--- src/rtl/stat_regset_pkg.sv ---
package stat_regset_pkg;

   // Register map; the bus decode and the checker both depend on these.
   localparam int unsigned SR_ADDR_COND = 0;
   localparam int unsigned SR_ADDR_EN   = 1;
   localparam int unsigned SR_ADDR_EVT  = 2;
   localparam int unsigned SR_ADDR_FALL = 3;
   localparam int unsigned SR_ADDR_RISE = 4;
   localparam int unsigned SR_ADDR_LAST = SR_ADDR_RISE;

   // Smallest address width that reaches every mapped register.
   localparam int unsigned SR_MIN_ADDR_W = $clog2(SR_ADDR_LAST + 1);

endpackage

--- src/rtl/stat_cond_track.sv ---
module stat_cond_track #(
   parameter int unsigned WIDTH = 8
) (
   input  logic             clk,
   input  logic [WIDTH-1:0] cond_in,
   output logic [WIDTH-1:0] cond_q,
   output logic [WIDTH-1:0] rise,
   output logic [WIDTH-1:0] fall
);

   // The copy tracks the inputs even during reset, so no edge is invented
   // when reset releases.
   always_ff @(posedge clk) begin
      cond_q <= cond_in;
   end

   assign rise = cond_in & ~cond_q;
   assign fall = ~cond_in & cond_q;

endmodule

--- src/rtl/stat_mask_reg.sv ---
module stat_mask_reg #(
   parameter int unsigned WIDTH      = 8,
   parameter int unsigned ADDR_W     = 3,
   parameter int unsigned SEL_ADDR   = 1,
   parameter bit          RESET_ONES = 1'b0
) (
   input  logic              clk,
   input  logic              sm_rst,
   input  logic              bus_wr,
   input  logic [ADDR_W-1:0] bus_addr,
   input  logic [WIDTH-1:0]  bus_wdata,
   output logic [WIDTH-1:0]  mask_q
);

   localparam logic [ADDR_W-1:0] MY_ADDR = ADDR_W'(SEL_ADDR);
   localparam logic [WIDTH-1:0]  RST_VAL = RESET_ONES ? {WIDTH{1'b1}} : {WIDTH{1'b0}};

   logic hit;
   assign hit = bus_wr && (bus_addr == MY_ADDR);

   always_ff @(posedge clk) begin
      if (sm_rst) begin
         mask_q <= RST_VAL;
      end else if (hit) begin
         mask_q <= bus_wdata;
      end
   end

endmodule

--- src/rtl/stat_event_latch.sv ---
module stat_event_latch #(
   parameter int unsigned WIDTH = 8
) (
   input  logic             clk,
   input  logic             sm_rst,
   input  logic             clr_rd,
   input  logic [WIDTH-1:0] rise,
   input  logic [WIDTH-1:0] fall,
   input  logic [WIDTH-1:0] rise_mask,
   input  logic [WIDTH-1:0] fall_mask,
   output logic [WIDTH-1:0] ev_q
);

   logic [WIDTH-1:0] hit;
   logic [WIDTH-1:0] ev_d;

   for (genvar g = 0; g < WIDTH; g++) begin : g_bit
      // New edges override the clearing read: old bits drop, new bits stay.
      assign hit[g]  = (rise[g] & rise_mask[g]) | (fall[g] & fall_mask[g]);
      assign ev_d[g] = (ev_q[g] & ~clr_rd) | hit[g];
   end

   always_ff @(posedge clk) begin
      if (sm_rst) begin
         ev_q <= '0;
      end else begin
         ev_q <= ev_d;
      end
   end

endmodule

--- src/rtl/stat_regset.sv ---
module stat_regset #(
   parameter int unsigned WIDTH  = 8,
   parameter int unsigned ADDR_W = 3
) (
   input  logic              clk,
   input  logic              sm_rst,
   input  logic [WIDTH-1:0]  cond_in,
   input  logic [ADDR_W-1:0] bus_addr,
   input  logic              bus_wr,
   input  logic              bus_rd,
   input  logic [WIDTH-1:0]  bus_wdata,
   output logic [WIDTH-1:0]  bus_rdata,
   output logic              summary
);

   import stat_regset_pkg::*;

   localparam logic [ADDR_W-1:0] A_COND = ADDR_W'(SR_ADDR_COND);
   localparam logic [ADDR_W-1:0] A_EN   = ADDR_W'(SR_ADDR_EN);
   localparam logic [ADDR_W-1:0] A_EVT  = ADDR_W'(SR_ADDR_EVT);
   localparam logic [ADDR_W-1:0] A_FALL = ADDR_W'(SR_ADDR_FALL);
   localparam logic [ADDR_W-1:0] A_RISE = ADDR_W'(SR_ADDR_RISE);

   if (WIDTH < 1) begin : g_bad_width
      $error("stat_regset: WIDTH must be at least 1");
   end
   if (ADDR_W < SR_MIN_ADDR_W) begin : g_bad_addr
      $error("stat_regset: ADDR_W too small for the register map");
   end

   logic [WIDTH-1:0] cond_q;
   logic [WIDTH-1:0] rise;
   logic [WIDTH-1:0] fall;
   logic [WIDTH-1:0] en_q;
   logic [WIDTH-1:0] rise_mask_q;
   logic [WIDTH-1:0] fall_mask_q;
   logic [WIDTH-1:0] ev_q;
   logic             clr_rd;

   stat_cond_track #(.WIDTH(WIDTH)) cond_i (
      .clk     (clk),
      .cond_in (cond_in),
      .cond_q  (cond_q),
      .rise    (rise),
      .fall    (fall)
   );

   stat_mask_reg #(
      .WIDTH(WIDTH), .ADDR_W(ADDR_W), .SEL_ADDR(SR_ADDR_EN), .RESET_ONES(1'b0)
   ) en_i (
      .clk(clk), .sm_rst(sm_rst), .bus_wr(bus_wr), .bus_addr(bus_addr),
      .bus_wdata(bus_wdata), .mask_q(en_q)
   );

   stat_mask_reg #(
      .WIDTH(WIDTH), .ADDR_W(ADDR_W), .SEL_ADDR(SR_ADDR_FALL), .RESET_ONES(1'b0)
   ) fall_i (
      .clk(clk), .sm_rst(sm_rst), .bus_wr(bus_wr), .bus_addr(bus_addr),
      .bus_wdata(bus_wdata), .mask_q(fall_mask_q)
   );

   stat_mask_reg #(
      .WIDTH(WIDTH), .ADDR_W(ADDR_W), .SEL_ADDR(SR_ADDR_RISE), .RESET_ONES(1'b1)
   ) rise_i (
      .clk(clk), .sm_rst(sm_rst), .bus_wr(bus_wr), .bus_addr(bus_addr),
      .bus_wdata(bus_wdata), .mask_q(rise_mask_q)
   );

   assign clr_rd = bus_rd && (bus_addr == A_EVT);

   stat_event_latch #(.WIDTH(WIDTH)) evt_i (
      .clk       (clk),
      .sm_rst    (sm_rst),
      .clr_rd    (clr_rd),
      .rise      (rise),
      .fall      (fall),
      .rise_mask (rise_mask_q),
      .fall_mask (fall_mask_q),
      .ev_q      (ev_q)
   );

   always_comb begin
      case (bus_addr)
         A_COND:  bus_rdata = cond_q;
         A_EN:    bus_rdata = en_q;
         A_EVT:   bus_rdata = ev_q;
         A_FALL:  bus_rdata = fall_mask_q;
         A_RISE:  bus_rdata = rise_mask_q;
         default: bus_rdata = '0;
      endcase
   end

   assign summary = |(ev_q & en_q);

endmodule

--- config.mk ---
export PLATFORM = sky130hd
export DESIGN_NAME = stat_regset
export DESIGN_NICKNAME = d
export VERILOG_FILES = /design/src/rtl/stat_regset_pkg.sv /design/src/rtl/stat_cond_track.sv /design/src/rtl/stat_mask_reg.sv /design/src/rtl/stat_event_latch.sv /design/src/rtl/stat_regset.sv
export SDC_FILE = /design/constraint.sdc
export NUM_CORES = 1
export LEC_CHECK = 0
export BUFFER_PORTS_ARGS = -buffer_cell sky130_fd_sc_hd__buf_2
export CAP_MARGIN = 20
export CORE_MARGIN = 3
export CORE_UTILIZATION = 59
export CTS_CLUSTER_DIAMETER = 50
export DETAILED_ROUTE_END_ITERATION = 7
export PLACE_DENSITY = 0.94
export SLEW_MARGIN = 40
export SYNTH_ARGS = -nofsm -noshare
export SYNTH_HDL_FRONTEND = slang
export SYNTH_SLANG_ARGS = --single-unit
--- constraint.sdc ---
create_clock -name clk -period 3.8 [get_ports clk]
set_input_delay 0.57 -clock clk [delete_from_list [all_inputs] [get_ports clk]]
set_output_delay 0.57 -clock clk [all_outputs]
set_load 0.01 [all_outputs]
==> reports/metrics.cfg <==
[status]
status = finished, final reports clean

[critical_path]
crit_chain = buf_2, nor3b_2, a22oi_1, o21ai_1, buf_2
regToRegSetupSlack_ps = 2970
slowest_stage = nor3b_2
r2r-start = rise_i.mask_q[6]
critPathMaxStageDelay_ps = 510
cp_num_buf_inv = 2
cp.arrival_ps = 1820
crit_start = bus_addr[1]
critPathTopFamily = simple AND/OR/NAND/NOR gates
start_kind = primary input
reg2reg_to = rise_i.mask_q[6]
critPathMaxFanout = 18
end_kind = output pin
critPathCapture = bus_rdata[2]
path_depth = 5
cp_common_cell = buf_2
crit_type = primary input to output pin
reg2regPathDepth = 2
crit_required_ps = 3230

[cts]
clock-sinks = 40
cts_made_buffers = 5
ctsResizeCount = 0
clk_pin_slew_ps = 120
postCtsHoldBufs = 0
htreeDepth = 2
cts_tree = built
clock_path_buffers = 2
cts_setup_buffers = 0
cts_root_buffer = clkbuf_4
clk_latency_ps = 360

[logic_synthesis]
synthTopCellsByCount = dfxtp_1, nand2_1, nand3b_1
syn_area_mm2 = 0.001814
postSynthAreaPerCell_um2 = 9.599
synth_top_area_share_pct = 44.14
synth.net_count = 212
yosysUniqueCellTypes = 31
yosysTopAreaCell = dfxtp_1
synth_area_leaders = dfxtp_1, mux2i_1, nand3b_1, nand2_1, a211o_1
synthArstFlopShare_pct = 0
yosysWarningCount = 0
synth_most_common_cell = dfxtp_1
synth_ff_type = dfxtp_1
ys_seq_elements = 40
synth_edf_count = 0
seq_area_frac_synth_pct = 44.14
syn_inst = 189

[sta]
worst_pin_slew_ps = 581.2
fin_skew_ps = 11.17
fin_setup_tns_ps = 0
setup_viol = 0
finalCritPeriodShare_pct = 62.92
slew-limit-headroom_pct = 61.25
max_freq_mhz = 418.2
rsz0062_at_grt = no
hold_viol = 0
slew_violations = 0
fin_crit_ps = 2391

[pwr]
max-vdd-ir-drop_uv = 255.2
leakage_nw = 0.7566
power.density_mw_per_mm2 = 381.1
total_power_w = 0.0007658

[placement]
dp.cells = 240
io_buffers = 31
place.gp.congestion = 0.7982
dp_hpwl_um = 2682
place_area_mm2 = 0.001948

[floorplan]
die_w_um = 61.45
io_pins = 32
die-area_mm2 = 0.003776
die_h_um = 61.45
core_area_mm2 = 0.002853
rows = 19
start_util_pct = 63.60

[routing]
firstDrtPassIters = 4
routed_wl_um = 3995
drcViolationCount = 0
dr_total_vias = 1557
via_per_inst = 6.278
drt-initial-drc-count = 63
drtAntennaViolNets = 0
avgRoutedWirePerCell_um = 16.11

[cells_and_area]
final_area_mm2 = 0.002009
instances_no_fill = 248
final_core_util_pct = 70.44
diodes = 0
area_delta_synth_final_pct = 10.76
nets = 239
drive_gt1_share_pct = 20.28

[grt]
grt_pass1_vias = 1398
grt_pass1_wl_um = 6320
grt_usage_pct = 23.23
overflow = 0
antenna_found_initial = 0
grt_max_degree = 33

[min_path]
holdCritPathClass = primary input to flip-flop

[job]
max_cap_viol_count = 0

==> routing by layer <==
layer / up-vias / wire length, um / track usage (%)
li1: 740 / - / -
met1: 759 / 1707 / 28.43
met2: 50 / 1990 / 39.27
met3: 8 / 223 / 5.031
met4: 0 / 74 / 10.00
met5: - / 0 / 0
==> layout make-up <==
class                           count  area (um2)
Multi-Input combinational cell    137       945.9
Tap cell                           31       38.79
Timing Repair Buffer               32       162.7
Sequential cell                    40       800.8
Clock inverter                      2       10.01
Clock buffer                        6       51.30
Fill cell                         238       843.3
==> report_power, final <==
part / switching (W) / total, W / internal, W
Combinational: 0.0000486 / 0.0000909 / 0.0000423
Sequential: 0.0000129 / 0.000450 / 0.000437
Clock: 0.000137 / 0.000225 / 0.0000880
==> kinds of logic (layout without fill, tap and decap cells) <==
logic type / after synthesis / count (layout) / share of synthesized area (%)
and+or+nand+nor: 77 / 77 / 24.00
AOI/OAI and AO/OA: 37 / 37 / 14.62
muxes: 23 / 23 / 13.17
buffers and inverters: 12 / 40 / 4.068
DFF: 40 / 40 / 44.14
==> layout by cell type, fill, tap and decap left out <==
master,count
nor3b_2,1
nand4bb_1,1
nand3b_1,18
a21oi_1,9
clkbuf_4,5
a211o_1,8
mux2i_1,16
o211ai_1,1
a221o_1,5
buf_2,31
and4b_1,1
and4bb_4,1
clkbuf_8,1
clkinv_2,2
nor4b_1,1
nand4b_1,1
a31oi_1,8
mux2_2,1
mux2_1,6
a22oi_1,5
nand4_1,1
dfxtp_1,40
nor2b_1,8
nor4bb_2,1
nand2b_1,1
nor2_1,15
buf_4,1
o21ai_1,1
or3_1,1
nand2_1,26
==> how the worst min path moves through the flow <==
| stage | startpoint | to | slack, ps | cells after the start |
|---|---|---|---|---|
| 6_report | cond_in[0] | cond_i.cond_q[0] | 320 | 1 |
| 5_1_grt | cond_in[1] | cond_i.cond_q[1] | 310 | 1 |
| 4_1_cts | cond_in[0] | cond_i.cond_q[0] | 320 | 1 |
| 3_5_place_dp | fall_i.mask_q[6] | fall_i.mask_q[6] | 470 | 2 |
| 3_3_place_gp | fall_i.mask_q[6] | fall_i.mask_q[6] | 460 | 2 |
| 2_1_floorplan | fall_i.mask_q[0] | fall_i.mask_q[0] | 450 | 2 |
==> registers in the layout, summed over array words and instances (netlist names) <==
signal         cells
cond_i.cond_q      8
en_i.mask_q        8
evt_i.ev_q         8
fall_i.mask_q      8
rise_i.mask_q      8
==> metrics by stage <==
stage / hold WS [ps] / setup WS, ps
after CTS: 319.1 / 1426
after floorplan: 449.0 / 1796
after detailed placement: 469.4 / 1426
final: 321.6 / 1409
after global routing: 314.2 / 1303
after global placement: 462.7 / 1463
Power figures use the tool's default switching activity.
